### src/rtl/lrt_pkg.sv
package lrt_pkg;

    localparam int BYTE_W = 8;
    localparam int NIB_W  = 4;
    localparam int CNT_W  = $clog2(BYTE_W);

    typedef enum logic [1:0] {
        LM_SERIAL = 2'b00,
        LM_NIBBLE = 2'b01,
        LM_BYTE   = 2'b10,
        LM_RSVD   = 2'b11
    } line_mode_e;

    typedef struct packed {
        logic [BYTE_W-1:0] bits;
        logic              par;
    } xfer_t;

    // Number of line transfers that make one byte in a given mode.
    function automatic logic [CNT_W:0] units_per_byte(line_mode_e m);
        case (m)
            LM_SERIAL: return (CNT_W+1)'(BYTE_W);
            LM_NIBBLE: return (CNT_W+1)'(BYTE_W / NIB_W);
            default:   return (CNT_W+1)'(1);
        endcase
    endfunction

endpackage

### src/rtl/lrt_edge_sampler.sv
module lrt_edge_sampler
    import lrt_pkg::*;
(
    input  logic              clk,
    input  logic              edge_rise,
    input  logic [BYTE_W-1:0] din,
    input  logic              din_par,
    output xfer_t             smp
);
    xfer_t fall_q;

    // Falling-edge capture, consumed at the following rising edge.
    always_ff @(negedge clk) begin
        fall_q.bits <= din;
        fall_q.par  <= din_par;
    end

    always_comb begin
        if (edge_rise) begin
            smp.bits = din;
            smp.par  = din_par;
        end else begin
            smp = fall_q;
        end
    end
endmodule

### src/rtl/lrt_packer.sv
module lrt_packer
    import lrt_pkg::*;
(
    input  logic              clk,
    input  logic              rst,
    input  line_mode_e        mode,
    input  logic [BYTE_W-1:0] bits,
    output logic [BYTE_W-1:0] byte_out,
    output logic              byte_vld
);
    logic [CNT_W-1:0]  cnt_q;
    logic [CNT_W-1:0]  cnt_eff;
    logic [BYTE_W-1:0] sr_q;
    logic [BYTE_W-1:0] sr_nxt;
    line_mode_e        prev_q;
    logic              last;

    always_comb begin
        cnt_eff = (mode != prev_q) ? '0 : cnt_q;
        last    = ({1'b0, cnt_eff} == units_per_byte(mode) - 1'b1);
        case (mode)
            LM_SERIAL: sr_nxt = {sr_q[BYTE_W-2:0], bits[0]};
            LM_NIBBLE: sr_nxt = {sr_q[BYTE_W-NIB_W-1:0], bits[NIB_W-1:0]};
            default:   sr_nxt = bits;
        endcase
    end

    always_ff @(posedge clk) begin
        if (rst) begin
            cnt_q    <= '0;
            sr_q     <= '0;
            prev_q   <= mode;
            byte_out <= '0;
            byte_vld <= 1'b0;
        end else begin
            prev_q   <= mode;
            sr_q     <= sr_nxt;
            byte_vld <= last;
            if (last) begin
                byte_out <= sr_nxt;
                cnt_q    <= '0;
            end else begin
                cnt_q    <= cnt_eff + 1'b1;
            end
        end
    end
endmodule

### src/rtl/lrt_parity.sv
module lrt_parity
    import lrt_pkg::*;
(
    input  line_mode_e mode,
    input  logic       par_odd,
    input  xfer_t      smp,
    output logic       err
);
    logic ones;
    logic active;

    always_comb begin
        active = (mode != LM_SERIAL);
        ones   = (mode == LM_NIBBLE) ? ^smp.bits[NIB_W-1:0] : ^smp.bits;
        err    = active && ((ones ^ smp.par) != par_odd);
    end
endmodule

### src/rtl/line_retimer.sv
module line_retimer
    import lrt_pkg::*;
(
    input  logic              clk,
    input  logic              rst,
    input  logic [1:0]        mode,
    input  logic              edge_rise,
    input  logic              par_odd,
    input  logic [BYTE_W-1:0] din,
    input  logic              din_par,
    input  logic              clr_perr,
    input  logic              perr_mask,
    output logic [BYTE_W-1:0] byte_out,
    output logic              byte_vld,
    output logic              perr_sticky,
    output logic              irq
);
    line_mode_e lmode;
    xfer_t      smp;
    logic       par_err;

    assign lmode = line_mode_e'(mode);

    lrt_edge_sampler u_smp (
        .clk      (clk),
        .edge_rise(edge_rise),
        .din      (din),
        .din_par  (din_par),
        .smp      (smp)
    );

    lrt_packer u_pack (
        .clk     (clk),
        .rst     (rst),
        .mode    (lmode),
        .bits    (smp.bits),
        .byte_out(byte_out),
        .byte_vld(byte_vld)
    );

    lrt_parity u_par (
        .mode   (lmode),
        .par_odd(par_odd),
        .smp    (smp),
        .err    (par_err)
    );

    // A new error takes priority over a clear in the same cycle.
    always_ff @(posedge clk) begin
        if (rst)
            perr_sticky <= 1'b0;
        else if (par_err)
            perr_sticky <= 1'b1;
        else if (clr_perr)
            perr_sticky <= 1'b0;
    end

    assign irq = perr_sticky & ~perr_mask;
endmodule

### config.mk
export PLATFORM = sky130hd
export DESIGN_NAME = line_retimer
export DESIGN_NICKNAME = d
export VERILOG_FILES = /design/src/rtl/lrt_pkg.sv /design/src/rtl/lrt_edge_sampler.sv /design/src/rtl/lrt_packer.sv /design/src/rtl/lrt_parity.sv /design/src/rtl/line_retimer.sv
export SDC_FILE = /design/constraint.sdc
export NUM_CORES = 1
export LEC_CHECK = 0
export ABC_AREA = 1
export BUFFER_PORTS_ARGS = -buffer_cell sky130_fd_sc_hd__buf_4
export CAP_MARGIN = 10
export CORE_AREA = 2 2 63 65
export DETAILED_ROUTE_END_ITERATION = 7
export DIE_AREA = 0 0 65 67
export GPL_ROUTABILITY_DRIVEN = 1
export PLACE_DENSITY = 0.64
export SLEW_MARGIN = 15
export SYNTH_ARGS = -nofsm -noshare
export SYNTH_HDL_FRONTEND = slang
export SYNTH_SLANG_ARGS = --single-unit
### constraint.sdc
create_clock -name clk -period 2 [get_ports clk]
set_input_delay 0.3 -clock clk [delete_from_list [all_inputs] [get_ports clk]]
set_output_delay 0.3 -clock clk [all_outputs]
set_load 0.03 [all_outputs]
### Yosys cells after proc, flatten, opt, wreduce, memory -nomap -nowiden

Index checks and enable logic that the tools add are counted.

* add/sub/neg operators: 2
* multiply operators: 0
* div/mod/pow operators: 0
* $lt $le $gt $ge: 0
* eq/ne operators: 4
* shifts and indexed selects: 0
* muxes and demuxes: 7
* bitwise gates (word level): 3
* reduce and logical (&&, ||, !) cells: 7

Operators by type and width (count)
* $pmux W8 S2: 1
* $mux W9: 1
* $pmux W4 S2: 1
* $reduce_xor A8 Y1: 1
* $eq A3 B4 Y1: 1
* $reduce_bool A2 Y1: 2
* $reduce_xor A4 Y1: 1
* $sub A4 B1 Y4 const B: 1
* $add A3 B1 Y3 const B: 1
* $mux W1: 3
* $mux W3: 1
* $eq A2 B1 Y1 const B: 1
* $logic_not A2 Y1: 1
* $ne A2 B2 Y1: 1
* $reduce_or A2 Y1: 1
* $and A1 B1 Y1: 1
* $logic_and A1 B1 Y1: 1
* $ne A1 B1 Y1: 1
* $not A1 Y1: 1
* $xor A1 B1 Y1: 1

* register bits after elaboration: 31
* bits in latches: 0
* memory bits (writable): 0
* memory bits (read-only): 0
* bits of input ports: 17
* word-level logic and storage cells: 31
* memories: 0

### Depth between registers and ports, before layout

* depth in word-level cells: 7
* depth in mapped cells: 14
* gate-level depth less buffers: 13

### By module

Synthesis repeated with hierarchy kept, for this count alone.

* cells, all modules: 212
* area, all modules: 1574.0 µm²

By module, submodules not included
* lrt_packer: times used 1, cells each 119, area an instance 1026.0 µm²
* lrt_edge_sampler: times used 1, cells each 39, area an instance 300.3 µm²
* lrt_parity: times used 1, cells each 47, area an instance 200.2 µm²
* line_retimer: times used 1, cells each 7, area an instance 47.5 µm²

==> flow_summary.json <==
{
  "cts_root_buffer": "clkbuf_8",
  "cts.sink_count": 31,
  "wl_per_cell_um": 9.244,
  "grt_pass1_vias": 1228,
  "syn_to_final_growth_pct": 34.21,
  "yosys-top-cells-area": "dfxtp_1 39%, nand2_1 20%, inv_1 9.1%",
  "grt_overflow_total": 0,
  "yosys_most_used_dff": "dfxtp_1",
  "tritoncts": "built",
  "htreeDepth": 2,
  "ir_worst_vdd_uv": 401.8,
  "critPathMaxFanout": 2,
  "antenna_cells": 0,
  "synth_seq_area_share": 0.3946,
  "antenna_found_initial": 0,
  "io_buffers": 27,
  "p_clk_frac": 0.340,
  "route.detailed.drc": 0,
  "dp_hpwl_um": 2169,
  "rows": 22,
  "rsz0062_at_grt": "yes",
  "drv_slew": 0,
  "p_sw_w": 0.0004905,
  "violations": "negative setup slack",
  "setup_ws_ns": -0.2771,
  "dieArea_um2": 4355,
  "worst_pin_slew_ns": 0.4075,
  "hold_path.class": "primary input to flop",
  "core_um2": 3606,
  "netlist_top_cells_count": "83 x nand2_1, 38 x inv_1, 31 x dfxtp_1",
  "synth_area_um2": 1573,
  "nNetsFinal": 293,
  "max_cap_violations": 0,
  "ys_ff_latch": 31,
  "synth_cell_types": 29,
  "firstDrtPassIters": 4,
  "asyncSetResetFlopFracSynth": 0,
  "grt_pass1_wl_um": 4981,
  "finalPower_w": 0.001570,
  "cp-end-kind": "flop",
  "ant_nets": 0,
  "grtUsageTotal": 0.1489,
  "routed-via-count": 1398,
  "routed_wl_um": 2995,
  "gp_congestion": 0.7687,
  "startpoint_type": "flop",
  "cpPeakStageDelay_ns": 0.31,
  "cp_num_buf_inv": 1,
  "worstSetupPathType": "flop to flop",
  "ys.warnings.count": 0,
  "critPathTopFamily": "simple AND/OR/NAND/NOR gates",
  "slowest_stage": "dfxtp_1",
  "hold_slack_ns": 0.1638,
  "grt_max_degree": 21,
  "comb_power_share": 0.229,
  "clock_latency_ns": 0.33,
  "outcome": "finished, violations left",
  "dieHeight_um": 67,
  "power_density_nw_per_um2": 744.0,
  "cts_made_buffers": 5,
  "path_clk_slew_ns": 0.06,
  "drt_iter0_markers": 28,
  "seqPwrFrac": 0.432,
  "viasPerCell": 4.315,
  "path_cells": "nand2_1 > nand2_2 > nand2_2 > nand2_2 > nand2_2 > nand2_1 > nand2_1 > nand2_1 > inv_1 > nand3_1 > nand3_1 > a21oi_1",
  "skew_ns": 0.05855,
  "cts_buffer_depth": 2,
  "setup-violations-final": 8,
  "synth_most_common_cell": "nand2_1",
  "die_w_um": 65,
  "start_util": 0.4362,
  "power_leakage_nw": 1.165,
  "avgSynthCellArea_um2": 6.959,
  "synth_top_area_share": 0.3946,
  "critPathArrivalTime_ns": 2.49,
  "required_ns": 2.21,
  "synthCells": 226,
  "yosys.area.top_type": "dfxtp_1",
  "swShare": 0.3123,
  "internal_power_w": 0.001080,
  "synth_edf_count": 0,
  "relSlewSlack": 0.7273,
  "drive_above_1_share": 0.3370,
  "hold_viol": 0,
  "ioPinCount": 28,
  "syn_nets": 244
}
==> sequential cells by signal, indices dropped and copies added, names as in the netlist <==
name and flops:
u_smp.fall_q 9, u_pack.byte_out 8, u_pack.sr_q 7, u_pack.cnt_q 3, u_pack.prev_q 2, perr_sticky 1
u_pack.byte_vld 1
==> kinds of logic (layout without fill, tap and decap cells) <==
kind of cell,count (synthesis),in the layout,synth area share
compound gates,15,15,0.05967
xor+xnor,4,4,0.03899
fa+ha+maj,1,1,0.007954
buf+inv,46,96,0.1209
flops,31,31,0.3946
simple gates,129,129,0.3779
==> per-layer routing <==
layer / GRT usage / part of all wire / up-vias / wire length, um
met5: 0 / 0 / - / 0
met2: 0.2448 / 0.46 / 22 / 1378
li1: - / - / 771 / -
met4: 0.07181 / 0.0083 / 0 / 25
met1: 0.1846 / 0.48 / 603 / 1451
met3: 0.03209 / 0.047 / 2 / 140
==> layout by cell type, fill, tap and decap left out, drive strengths merged <==
cell type	instances
or2	1
a21oi	6
nor2	21
buf	39
o21ai	7
dfxtp	31
xnor2	3
ha	1
nand2	91
clkinv	1
clkbuf	8
a22oi	1
nand3	13
o22ai	1
nor3	1
xor2	1
nor4	1
inv	48
nand4	1
==> repair_timing <==
action,CTS,global route
pin swaps,3,16
gates resized for setup,15,20
hold buffers,0,0
endpoints found under the setup margin,12,13
setup buffers,2,1
endpoints found under the hold margin,0,0
==> path summary, 6_finish.rpt <==
path	slack, ns	start	endpoint	depth (start not counted)
worst max-delay path	-0.28	u_smp.fall_q[4]$_DFF_N_	perr_sticky$_SDFFE_PP0P_	12
worst min-delay path	0.16	mode[0]	u_pack.prev_q[0]$_DFF_P_	1
worst min register to register	0.47	u_pack.byte_out[1]$_SDFFE_PP0P_	u_pack.byte_out[1]$_SDFFE_PP0P_	2
worst max register to register	-0.28	u_smp.fall_q[4]$_DFF_N_	perr_sticky$_SDFFE_PP0P_	12
==> power by group through the flow <==
stage | Combinational, W | Sequential, W | Clock [W]
after floorplan | 0.000187 | 0.000719 | 0.0000308
after global placement | 0.000323 | 0.000688 | 0.0000308
after detailed placement | 0.000324 | 0.000688 | 0.0000308
after CTS | 0.000342 | 0.000677 | 0.000547
after global routing | 0.000400 | 0.000681 | 0.000590
final | 0.000359 | 0.000678 | 0.000533
==> worst register-to-register path: cells and delay by family, from the launching register on <==
family,cells,cell delay [ns]
compound gates,1,0.14
buf+inv,1,0.05
flops,1,0.31
simple gates,10,0.65
==> layout make-up <==
class	instances	area, um^2
Inverter	40	150.1
Clock inverter	9	33.78
Multi-Input combinational cell	149	857.1
Sequential cell	31	625.6
Timing Repair Buffer	39	304.0
Tap cell	48	60.06
Fill cell	355	1495
Clock buffer	8	80.08
==> metrics by stage <==
step | cell area, um^2 | setup TNS [ns] | util | setup slack, ns | instances
after floorplan | 1577 | -0.08158 | - | -0.08158 | 226
after global placement | 1878 | -0.3793 | 0.5208 | -0.1863 | 306
after detailed placement | 1878 | -0.4213 | 0.5208 | -0.1995 | 306
after CTS | 2046 | -0.6406 | 0.5673 | -0.2462 | 323
after global routing | 2111 | -1.722 | 0.5854 | -0.4420 | 324
final | 2111 | -0.7340 | 0.5854 | -0.2771 | 324
No activity file was read; power rests on OpenSTA's default activity.
